### src/rtl/deb_pkg.sv
// Package: shared types for the switch debouncer.
// Assumes: nothing beyond the standard language.
package deb_pkg;
    // What the sample history says about the input level.
    typedef enum logic [1:0] {
        HIST_MIXED = 2'd0,
        HIST_LOW   = 2'd1,
        HIST_HIGH  = 2'd2
    } hist_state_e;

    // Width needed for a counter that runs from 0 to limit-1 (never less than 1).
    function automatic int unsigned cnt_width(input int unsigned limit);
        return (limit < 2) ? 1 : $clog2(limit);
    endfunction
endpackage

### src/rtl/deb_sync.sv
// Module: deb_sync
// Passes an asynchronous level through a chain of STAGES registers.
// Assumes: STAGES >= 2; synchronous active-low reset clears every stage.
module deb_sync #(
    parameter int unsigned STAGES = 2
) (
    input  logic clk,
    input  logic rst_n,
    input  logic async_in,
    output logic sync_out
);
    logic [STAGES-1:0] chain;

    // Purpose: load the chain, feeding the raw level into stage 0.
    always_ff @(posedge clk) begin
        if (!rst_n) chain <= '0;
        else        chain <= {chain[STAGES-2:0], async_in};
    end

    assign sync_out = chain[STAGES-1];
endmodule

### src/rtl/deb_tick_gen.sv
// Module: deb_tick_gen
// Free-running interval counter that raises a one-cycle strobe every PERIOD cycles.
// Assumes: PERIOD >= 2; after reset the first strobe is seen on edge PERIOD.
module deb_tick_gen
    import deb_pkg::*;
#(
    parameter int unsigned PERIOD = 50000
) (
    input  logic clk,
    input  logic rst_n,
    output logic tick
);
    localparam int unsigned CW = cnt_width(PERIOD);
    localparam logic [CW-1:0] LAST = CW'(PERIOD - 1);

    logic [CW-1:0] count;

    // Purpose: advance the interval count and wrap it after the last value.
    always_ff @(posedge clk) begin
        if (!rst_n)             count <= '0;
        else if (count == LAST) count <= '0;
        else                    count <= count + 1'b1;
    end

    assign tick = (count == LAST);
endmodule

### src/rtl/deb_history.sv
// Module: deb_history
// Shift register of the DEPTH most recent strobed samples, plus an agreement summary.
// Assumes: DEPTH >= 2; reset fills the history with zeros (an all-low summary).
module deb_history
    import deb_pkg::*;
#(
    parameter int unsigned DEPTH = 8
) (
    input  logic             clk,
    input  logic             rst_n,
    input  logic             tick,
    input  logic             sample,
    output logic [DEPTH-1:0] hist,
    output hist_state_e      state
);
    // Purpose: shift one sample in on each strobe, hold the history otherwise.
    always_ff @(posedge clk) begin
        if (!rst_n)    hist <= '0;
        else if (tick) hist <= {hist[DEPTH-2:0], sample};
    end

    // Purpose: classify the history as all high, all low or mixed.
    always_comb begin
        if (&hist)       state = HIST_HIGH;
        else if (~|hist) state = HIST_LOW;
        else             state = HIST_MIXED;
    end
endmodule

### src/rtl/switch_debouncer.sv
// Module: switch_debouncer
// Debounces one switch: two-register synchroniser, periodic sampling, and an
// output that follows only a unanimous history of RUN_LENGTH samples.
// Assumes: SAMPLE_PERIOD >= 2, RUN_LENGTH >= 2; synchronous active-low reset.
module switch_debouncer
    import deb_pkg::*;
#(
    parameter int unsigned SAMPLE_PERIOD = 50000,
    parameter int unsigned RUN_LENGTH    = 8
) (
    input  logic clk,
    input  logic rst_n,
    input  logic raw_in,
    output logic clean_out
);
    localparam int unsigned SYNC_STAGES = 2;

    logic                  synced;
    logic                  sample_tick;
    logic [RUN_LENGTH-1:0] history;
    hist_state_e           hstate;

    deb_sync #(.STAGES(SYNC_STAGES)) u_sync (
        .clk      (clk),
        .rst_n    (rst_n),
        .async_in (raw_in),
        .sync_out (synced)
    );

    deb_tick_gen #(.PERIOD(SAMPLE_PERIOD)) u_tick (
        .clk   (clk),
        .rst_n (rst_n),
        .tick  (sample_tick)
    );

    deb_history #(.DEPTH(RUN_LENGTH)) u_hist (
        .clk    (clk),
        .rst_n  (rst_n),
        .tick   (sample_tick),
        .sample (synced),
        .hist   (history),
        .state  (hstate)
    );

    // Purpose: follow a unanimous history and hold the output when it is mixed.
    always_ff @(posedge clk) begin
        if (!rst_n) begin
            clean_out <= 1'b0;
        end else begin
            case (hstate)
                HIST_HIGH: clean_out <= 1'b1;
                HIST_LOW:  clean_out <= 1'b0;
                default:   clean_out <= clean_out;
            endcase
        end
    end
endmodule

### config.mk
export PLATFORM = sky130hd
export DESIGN_NAME = switch_debouncer
export DESIGN_NICKNAME = d
export VERILOG_FILES = /design/src/rtl/deb_pkg.sv /design/src/rtl/deb_sync.sv /design/src/rtl/deb_tick_gen.sv /design/src/rtl/deb_history.sv /design/src/rtl/switch_debouncer.sv
export SDC_FILE = /design/constraint.sdc
export NUM_CORES = 1
export LEC_CHECK = 0
export CORE_ASPECT_RATIO = 0.75
export CORE_MARGIN = 8
export CORE_UTILIZATION = 42
export DETAILED_ROUTE_END_ITERATION = 10
export GPL_ROUTABILITY_DRIVEN = 1
export PLACE_DENSITY_LB_ADDON = 0.12
export SLEW_MARGIN = 20
export SYNTH_ARGS = -nofsm -noshare
export SYNTH_HDL_FRONTEND = slang
export SYNTH_SLANG_ARGS = --single-unit
### constraint.sdc
create_clock -name clk -period 1.8 [get_ports clk]
set_clock_uncertainty 0.05 [all_clocks]
set_input_delay 0.36 -clock clk [delete_from_list [all_inputs] [get_ports clk]]
set_output_delay 0.36 -clock clk [all_outputs]
set_load 0.01 [all_outputs]
# Yosys cells after proc, flatten, opt, wreduce, memory -nomap -nowiden
# Index checks and enable logic that the tools add are counted.
[classes] bitwise_logic=1 reduce_logical=4 n_mux=3 n_eq_ne=3 add_sub_neg=1
[op_table] op="16-bit by 1-bit adder with 16-bit output (second input constant)" count=1
[op_table] op="16-bit == test (second input constant)" count=1
[op_table] op="8-bit AND reduction" count=1
[op_table] op="8-bit OR reduction" count=1
[op_table] op="2-bit by 1-bit == test with 1-bit output (second input constant)" count=1
[op_table] op="2-bit == test (second input constant)" count=1
[op_table] op="2-bit 2-to-1 mux" count=1
[op_table] op="1-bit case mux with 2 select lines" count=1
[op_table] op="2-bit nonzero test" count=1
[op_table] op="2-bit OR reduction" count=1
[op_table] op="1-bit 2-to-1 mux" count=1
[op_table] op="1-bit inverter" count=1
[word_totals] word_cells=16 reg_bits=27 inputBits=3

# Longest topological paths before layout
# Gate-level depths: netlist of run 1.
[depth] word_depth=5 mapped_depth=6 depth_no_buf=5

# Hierarchy
# A second synthesis of run 1 with hierarchy kept.
[hier_totals] hier_cells=120 hier_area_um2=1229.9
[modules_own_cells] mod="deb_tick_gen" seq_area_each_um2=320.3 area_each_um2=789.5 n_inst=1 cells_each=79
[modules_own_cells] mod="deb_history" seq_area_each_um2=160.2 area_each_um2=330.3 n_inst=1 cells_each=31
[modules_own_cells] mod="switch_debouncer" seq_area_each_um2=20.0 area_each_um2=57.6 n_inst=1 cells_each=6
[modules_own_cells] mod="deb_sync" seq_area_each_um2=40.0 area_each_um2=52.6 n_inst=1 cells_each=4

# Worst setup path before layout of run 1
# OpenSTA, ideal clock, no wires.
[synth_timing] kind="reg-to-reg" start="register u_tick.count[2]" end="register u_tick.count[15]" path_buffers=0 arrival_ps=1362 t_required_ps=1678 stages_incl_launch_ff=5 path_slack_ps=316 setup_ps=72 cell_sequence="dfxtp_1 nand4_2 or4_4 nor3_2 mux2i_1"
[synth_between] elab_chain_cells=2
[synth_rtl] item="from (decl)" line_no="deb_tick_gen.sv:16" rtl="logic [CW-1:0] count;"
[synth_rtl] item="from (signal assigned)" line_no="deb_tick_gen.sv:22" rtl="else count <= count + 1'b1;"
[synth_rtl] item="branches (longest 2 deep; another with 16-bit by 1-bit adder with 16-bit output)"
# Parallel ways; which one is timed is not known.
# A chain may end at the register's enable or synchronous reset.

# Final worst setup path of run 1
[layout_timing] start="register u_tick.count[1]" end="register u_hist.hist[4]"
[layout_between] elab_chain_cells=1
[layout_rtl] item="16-bit == test" line_no="deb_tick_gen.sv:25" rtl="assign tick = (count == LAST);"
[layout_rtl] item="to (signal assigned)" line_no="deb_history.sv:19" rtl="else if (tick) hist <= {hist[DEPTH-2:0], sample};"
[layout_rtl] item="to (decl)" line_no="deb_history.sv:13" rtl="output logic [DEPTH-1:0] hist,"
# No other way between the ends.

==> results of run 1 <==
[cells by family after synthesis]
group                      count (synthesis)  share of synthesized area [%]
AOI/OAI and AO/OA                          2                          0.850
xor gates and xnor gates                  13                           9.67
adders and majority gates                  1                           1.06
buffers and inverters                      7                           3.61
DFF                                       27                           45.9
muxes                                      9                           7.65
and+or+nand+nor                           61                           31.2
[timing repair]
item,in CTS,in global routing
hold buffers,0,0
gates resized for setup,0,1
buffers inserted,0,0
setup endpoints to repair,0,3
[cell type report]
type,instances,area [µm²]
clock buffer,4,45.0
timing repair buffer,8,67.6
sequential,27,542
inverter,3,11.3
tap,36,45.0
multi-input combinational,86,594
fill,258,1340
[worst max-delay path, delay by kind of cell, from the launching register on]
kind | cells | cell delay [ps]
and+or+nand+nor | 3 | 480
DFF | 1 | 400
buffers and inverters | 1 | 240
muxes | 1 | 160
adders and majority gates | 1 | 230
[worst min-delay path by stage]
stage                          from         endpoint
floorplan           u_sync.chain[0]  u_sync.chain[1]
global placement    u_sync.chain[0]  u_sync.chain[1]
detailed placement  u_sync.chain[0]  u_sync.chain[1]
CTS                 u_sync.chain[0]  u_sync.chain[1]
global route        u_tick.count[0]  u_tick.count[0]
finish              u_sync.chain[0]  u_sync.chain[1]
[stage by stage]
stage	util, %	hold WS [ps]
after floorplan	-	362
after global placement	47.6	378
after detailed placement	47.6	370
after CTS	49.3	403
after global routing	49.4	428
final	49.4	400
[state kept, by name (all words and copies together) (netlist names)]
signal	cells
u_hist.hist	8
u_sync.chain	2
clean_out	1
u_tick.count	16
[Yosys cell counts, drive strengths merged, types with 4 or more instances]
cell / number
xnor2: 8
and2: 4
dfxtp: 27
nand3: 5
nand4: 9
nor2b: 8
nor4: 5
xor2: 5
nor2: 14
mux2i: 9
nand2: 4
[routing by layer]
layer | up-vias | routed length (µm) | GRT usage, %
met5 | - | 0 | 0
li1 | 439 | - | -
met1 | 378 | 1150 | 12.8
met3 | 5 | 52 | 3.02
met2 | 5 | 775 | 12.2
met4 | 0 | 25 | 4.01
[power breakdown]
part,internal [W],switching [W]
combinational,0.0000157,0.0000133
clock,0.000158,0.000173
sequential,0.000605,0.00000824
[cells in the final DEF, fill, tap and decap left out, types with 2 or more instances in the layout]
master,netlist,layout
xor2_1,5,5
xnor2_1,8,8
nand2_1,4,4
and2_1,4,4
nand4_1,8,8
dfxtp_1,27,26
nor4_1,5,5
inv_1,3,3
mux2i_1,9,9
o21ai_0,2,2
buf_4,0,5
or4_1,2,2
clkdlybuf4s50_1,0,3
clkbuf_8,0,3
nor4bb_1,2,2
nor2b_1,8,8
nand3_1,4,4
nor2_1,14,14
==> impl_results.md, run 1 <==
* Status: finished, final reports clean
* Share of cells above drive strength 1 at about an eighth
* Share of flip-flops with an asynchronous set or reset at 0%
* Top cell type's share of synthesized area at 45.9%
* Setup TNS at 0 ps
* Cells after DPL at between 150 and 200
* Initial core utilization at 44.6%
* Synth area leaders: dfxtp_1 46%, mux2i_1 7.7%, xnor2_1 6.0%
* Seq cells post-synth at 27
* Pin count of the biggest net entering global routing at 15
* Tot Pwr at 0.000973 W
* I/O pins at 4
* Critical path type: reg2reg
* Syn_nets at approximately 120
* Worst R2R Start: u_tick.count[1]
* Pleak at roughly 0.49 nW
* Post-DP HPWL at about 1500 µm
* Routed vias at 827
* Core area at 2640 µm²
* Slowest stage cell, crit path: dfxtp_1
* Hold depth at 1
* Post-place setup slack at about 110 ps
* Crit. Startpoint: u_tick.count[1]
* Synth-to-layout area growth at 10.8%
* Final period utilization at 92.5%
* Least-Margin Pin Slew at 385 ps
* CTS Sinks at 27
* TritonCTS clock tree: yes
* First-pass GRT wire length at 3390 µm
* CP required at 1910 ps
* ANT cells at 0
* Root buffer cell: clkbuf_8
* Die height at 61.9 µm
* Min Tclk post-route at 1670 ps
* Die Area at 4770 µm²
* Global route overflow at 0
* Vias per std cell at 5.04
* Number of synthesized flops with an enable pin at 0
* Total CTS buffers at 3
* Max-slew violation count at 0
* CP arrival at 1780 ps
* Placement Cell Area at 1260 µm²
* CP startpoint kind: register
* Worst-Skew Late Latency at 270 ps
* Final Hold Fails at 0
* Largest fanout on the critical path at 7
* FF-to-FF path depth at 6
* Pre-antenna DRT Iters at 4
* Critical-path cell list: ha_1 -> and3_2 -> nand4_1 -> buf_4 -> mux2i_1 -> nor2b_1
* Peak supply drop at 0.318 mV
* Rows at 16
* Bufs on Longest Clock Path at 2
* GP Congestion at 0.847
* CTS clk-pin slew, worst paths at ~90 ps
* Detail Route Antenna Nets at 0
* Reg2reg setup slack at between 100 and 150 ps
* Wirelength, routed at 2000 µm
* Die X at slightly below 80 µm
* Max Freq at 600 MHz
* Final setup viols at 0
* H-tree depth at 1
* RSZ-0062 raised after global routing: false
* Final instance area at 1310 µm²
* Iter 0 DRT Violations at 24
* Maxcap violations at 0
* Avg Cell Area, Syn at 9.81 µm²
* Antenna violations before repair at 0
* Gr usage total at 9.11%
* DRC Markers at 0
* Post-Layout Cell Count at 164
* Post-synthesis instance total at 120
* Sequential element share of the synthesized area at between 40% and 50%
* Crit path largest cell delay at approximately 400 ps
* Vias in the first global route at 735
* Final nets at 133
* Crit path capture type: register
* Area of the mapped netlist at 1180 µm²
* Worst relative slew slack at between 70% and 80%
* WL/cell at 12.2 µm
* Main synth FF type: dfxtp_1
* Worst Setup Slack, final at 134 ps
* Hold Crit Class: reg2reg
* Worst reg2reg endpoint: u_hist.hist[4]
* Synth cell types at 29
* Dominant cell type by area after synthesis: dfxtp_1
* CP endpoint: u_hist.hist[4]
* Pwr/cell area at 746 nW/µm²
* YS warnings at 0
* # port buffers at 3
No activity file was read; power rests on OpenSTA's default activity.
==> run 2: changes to the inputs <==
--- a/config.mk
+++ b/config.mk
@@ -14,4 +14,5 @@
 export SLEW_MARGIN = 20
 export SYNTH_ARGS = -nofsm -noshare
 export SYNTH_HDL_FRONTEND = slang
+export SYNTH_HIERARCHICAL = 1
 export SYNTH_SLANG_ARGS = --single-unit
==> run 2 against run 1 <==
Via count shrank 1.2%. Synthesized area grew 4.5%. First-iteration DRC count grew 54%. Largest power group unchanged.
==> impl_results.md, run 2 <==
* Synth area leaders: dfxtp_1 44%, xnor2_1 7.8%, mux2i_1 6.5%
* Detail Route Antenna Nets at 0 (unchanged)
* Hold Path End: u_sync/chain[1]
* Root buffer cell: clkbuf_8
* Max-slew violation count at 0 (unchanged)
* Global route overflow at 0 (unchanged)
* Worst-Skew Late Latency at 260 ps (about the same)
* Seq cells post-synth at 27 (unchanged)
* Pleak at 0.471 nW (-4.8%)
* Post_cts resized at 0 (unchanged)
* Final period utilization at 94.4% (+1.8 points)
* Crit path largest cell delay at 520 ps (+120 ps)
* Min Tclk post-route at 1700 ps (+33.1 ps)
* Synth-to-layout area growth at 12.9%
* Die height at 62.9 µm (+1.6%)
* Routed vias at 817 (-1.2%)
* Share of cells above drive strength 1 at 20.0% (+8.3 points)
* Avg Cell Area, Syn at 10.2 µm² (+4.5%)
* Final Hold Fails at 0 (unchanged)
* Status: finished, final reports clean
* Top delay family on crit path: simple AND/OR/NAND/NOR gates
* Worst R2R Start: u_hist/hist[3]
* Share of flip-flops with an asynchronous set or reset at 0% (unchanged)
* Vias in the first global route at 727 (-1.1%)
* Top cell type's share of synthesized area at 43.9% (-2.0 points)
* Hold_sp: u_sync/chain[0]
* Sequential element share of the synthesized area at 43.9% (-2.0 points)
* # port buffers at 3 (unchanged)
* Pin count of the biggest net entering global routing at 15 (unchanged)
* FF-to-FF path depth at 5 (-1)
* Setup bufs post-CTS at 0 (unchanged)
* Die Area at 4930 µm² (+3.4%)
* Largest fanout on the critical path at 4 (-3)
* Reg2reg setup slack at 100 ps (-30 ps)
* Gr usage total at 8.33% (-0.78 points)
* Bufs on Longest Clock Path at 2 (unchanged)
* Setup TNS at 0 ps (unchanged)
* First-pass GRT wire length at 3330 µm (-1.8%)
* Antenna violations before repair at 0 (unchanged)
* Top post-synthesis cells by count: 27 x dfxtp_1, 16 x nor2_1, 11 x xnor2_1, 8 x mux2i_1, 8 x nor2b_1
* Most frequent cells in the layout: 25 x dfxtp_1, 16 x nor2_1, 11 x xnor2_1
* CTS clk-pin slew, worst paths at 90 ps (about the same)
* Total CTS buffers at 3 (unchanged)
* Initial core utilization at 42.8% (-1.7 points)
* CTS Sinks at 27 (unchanged)
* Dominant cell type by area after synthesis: dfxtp_1
* Final nets at 136 (+2.3%)
* Post-synthesis instance total at 120 (unchanged)
* Synth cell types at 28 (-3.4%)
* Biggest regs: u_tick/count: 16 flops, u_hist/hist: 8 flops, u_sync/chain: 2 flops
* Hold depth at 1 (unchanged)
* RSZ-0062 raised after global routing: false
* Die X at 78.5 µm (+1.8%)
* CP arrival at 1860 ps (+80 ps)
* Main synth FF type: dfxtp_1
* Rows at 17 (+1)
* Pre-antenna DRT Iters at 4 (unchanged)
* Worst Setup Slack, final at 101 ps (-33.1 ps)
* Maxcap violations at 0 (unchanged)
* Core area at 2870 µm² (+8.7%)
* Least-Margin Pin Slew at 310 ps (-74.9 ps)
* Number of synthesized flops with an enable pin at 0 (unchanged)
* Critical-path cell list: or4_1 -> nor2_1 -> ha_1 -> or2_1 -> a21boi_2
* Worst relative slew slack at 79.2% (+5.2 points)
* TritonCTS clock tree: yes
* I/O pins at 4 (unchanged)
* Iter 0 DRT Violations at 37 (+54%)
* H-tree depth at 1 (unchanged)
* Pwr/cell area at 700 nW/µm² (-6.1%)
* Commonest non-fill, non-tap cell in the layout: dfxtp_1
* DRC Markers at 0 (unchanged)
* Crit path capture type: register
* Max Freq at 589 MHz (-2.0%)
* Hold Crit Class: reg2reg
* Vias per std cell at 4.86 (-3.6%)
* Wirelength, routed at 2010 µm (+0.60%)
* Slowest stage cell, crit path: or4_1
* Most numerous cell in the Yosys netlist: dfxtp_1
* Area of the mapped netlist at 1230 µm² (+4.5%)
* Worst reg2reg endpoint: clean_out
* Critical path type: reg2reg
* CP startpoint kind: register
* Max reg flops at 16 (unchanged)
* Post-place setup slack at 113 ps (-1.39 ps)
* Biggest register: u_tick/count
* Post-DP HPWL at 1490 µm (about the same)
* YS warnings at 6 (+6)
* Syn_nets at 125 (+0.81%)
* Hold-fix buffers at CTS at 0 (unchanged)
* ANT cells at 0 (unchanged)
* Crit path buf inv count at 0 (-1)
* Peak supply drop at 0.544 mV (+71%)
* Final setup viols at 0 (unchanged)
* CP required at 1960 ps (+50 ps)
* GP Congestion at 0.761 (-10%)
* WL/cell at 12.0 µm (-1.8%)
[run 2: cell types whose count changed in the layout (fill, tap and decap cells not counted), moves of 3 or more]
cell / before / now
nor4_1: 5 / 0
xnor2_1: 8 / 11
nor4_2: 0 / 4
nor3_1: 1 / 4
nand4_1: 8 / 3
[run 2: cells by family after synthesis]
group                      Yosys count  share of synthesized area (%)
AOI/OAI and AO/OA                    1                          0.915
xor gates and xnor gates            14                           9.97
adders and majority gates            2                           2.03
buffers and inverters                7                           2.85
DFF                                 27                           43.9
muxes                                8                           6.51
and+or+nand+nor                     61                           33.8
[run 2: worst max-delay path by stage]
stage | startpoint | depth (start not counted) | slack, ps | end
5_1_grt | u_hist/hist[2] | 5 | 9 | clean_out
4_1_cts | u_hist/hist[6] | 5 | 90 | clean_out
3_3_place_gp | u_hist/hist[6] | 5 | 110 | clean_out
6_report | u_hist/hist[3] | 5 | 100 | clean_out
3_5_place_dp | u_tick/count[0] | 7 | 110 | u_hist/hist[6]
2_1_floorplan | u_hist/hist[6] | 5 | 180 | clean_out
[run 2: area by class of cell]
| type | count | area, µm² |
|---|---|---|
| multi-input cells | 86 | 654 |
| repair buffers | 8 | 80.1 |
| inverters | 5 | 18.8 |
| flip-flops and latches | 27 | 543 |
| well taps | 38 | 47.5 |
| clock buffers | 4 | 45.0 |
| fillers | 278 | 1480 |
[run 2: per-layer routing]
metal  up-vias  wire (µm)  global-route usage (%)
met3         2         59                    3.45
met4         0         22                    3.46
met5         -          0                       0
met1       379       1090                    11.2
met2         5        839                    11.1
li1        431          -                       -
[run 2: stage by stage]
step | hold WS, ps | total power [W] | area [µm²] | instances | utilization (%)
floorplan | 362 | 0.000642 | 1230 | 120 | -
global placement | 370 | 0.000655 | 1340 | 164 | 46.7
detailed placement | 381 | 0.000655 | 1340 | 164 | 46.7
CTS | 405 | 0.000990 | 1390 | 168 | 48.3
global route | 420 | 0.00102 | 1390 | 168 | 48.4
finish | 399 | 0.000973 | 1390 | 168 | 48.4
[run 2: power breakdown]
group | total [W] | internal [W] | leakage, nW | switching (W)
Clock | 0.000333 | 0.000158 | 0.0228 | 0.000175
Sequential | 0.000612 | 0.000605 | 0.219 | 0.00000743
Combinational | 0.0000278 | 0.0000143 | 0.229 | 0.0000135
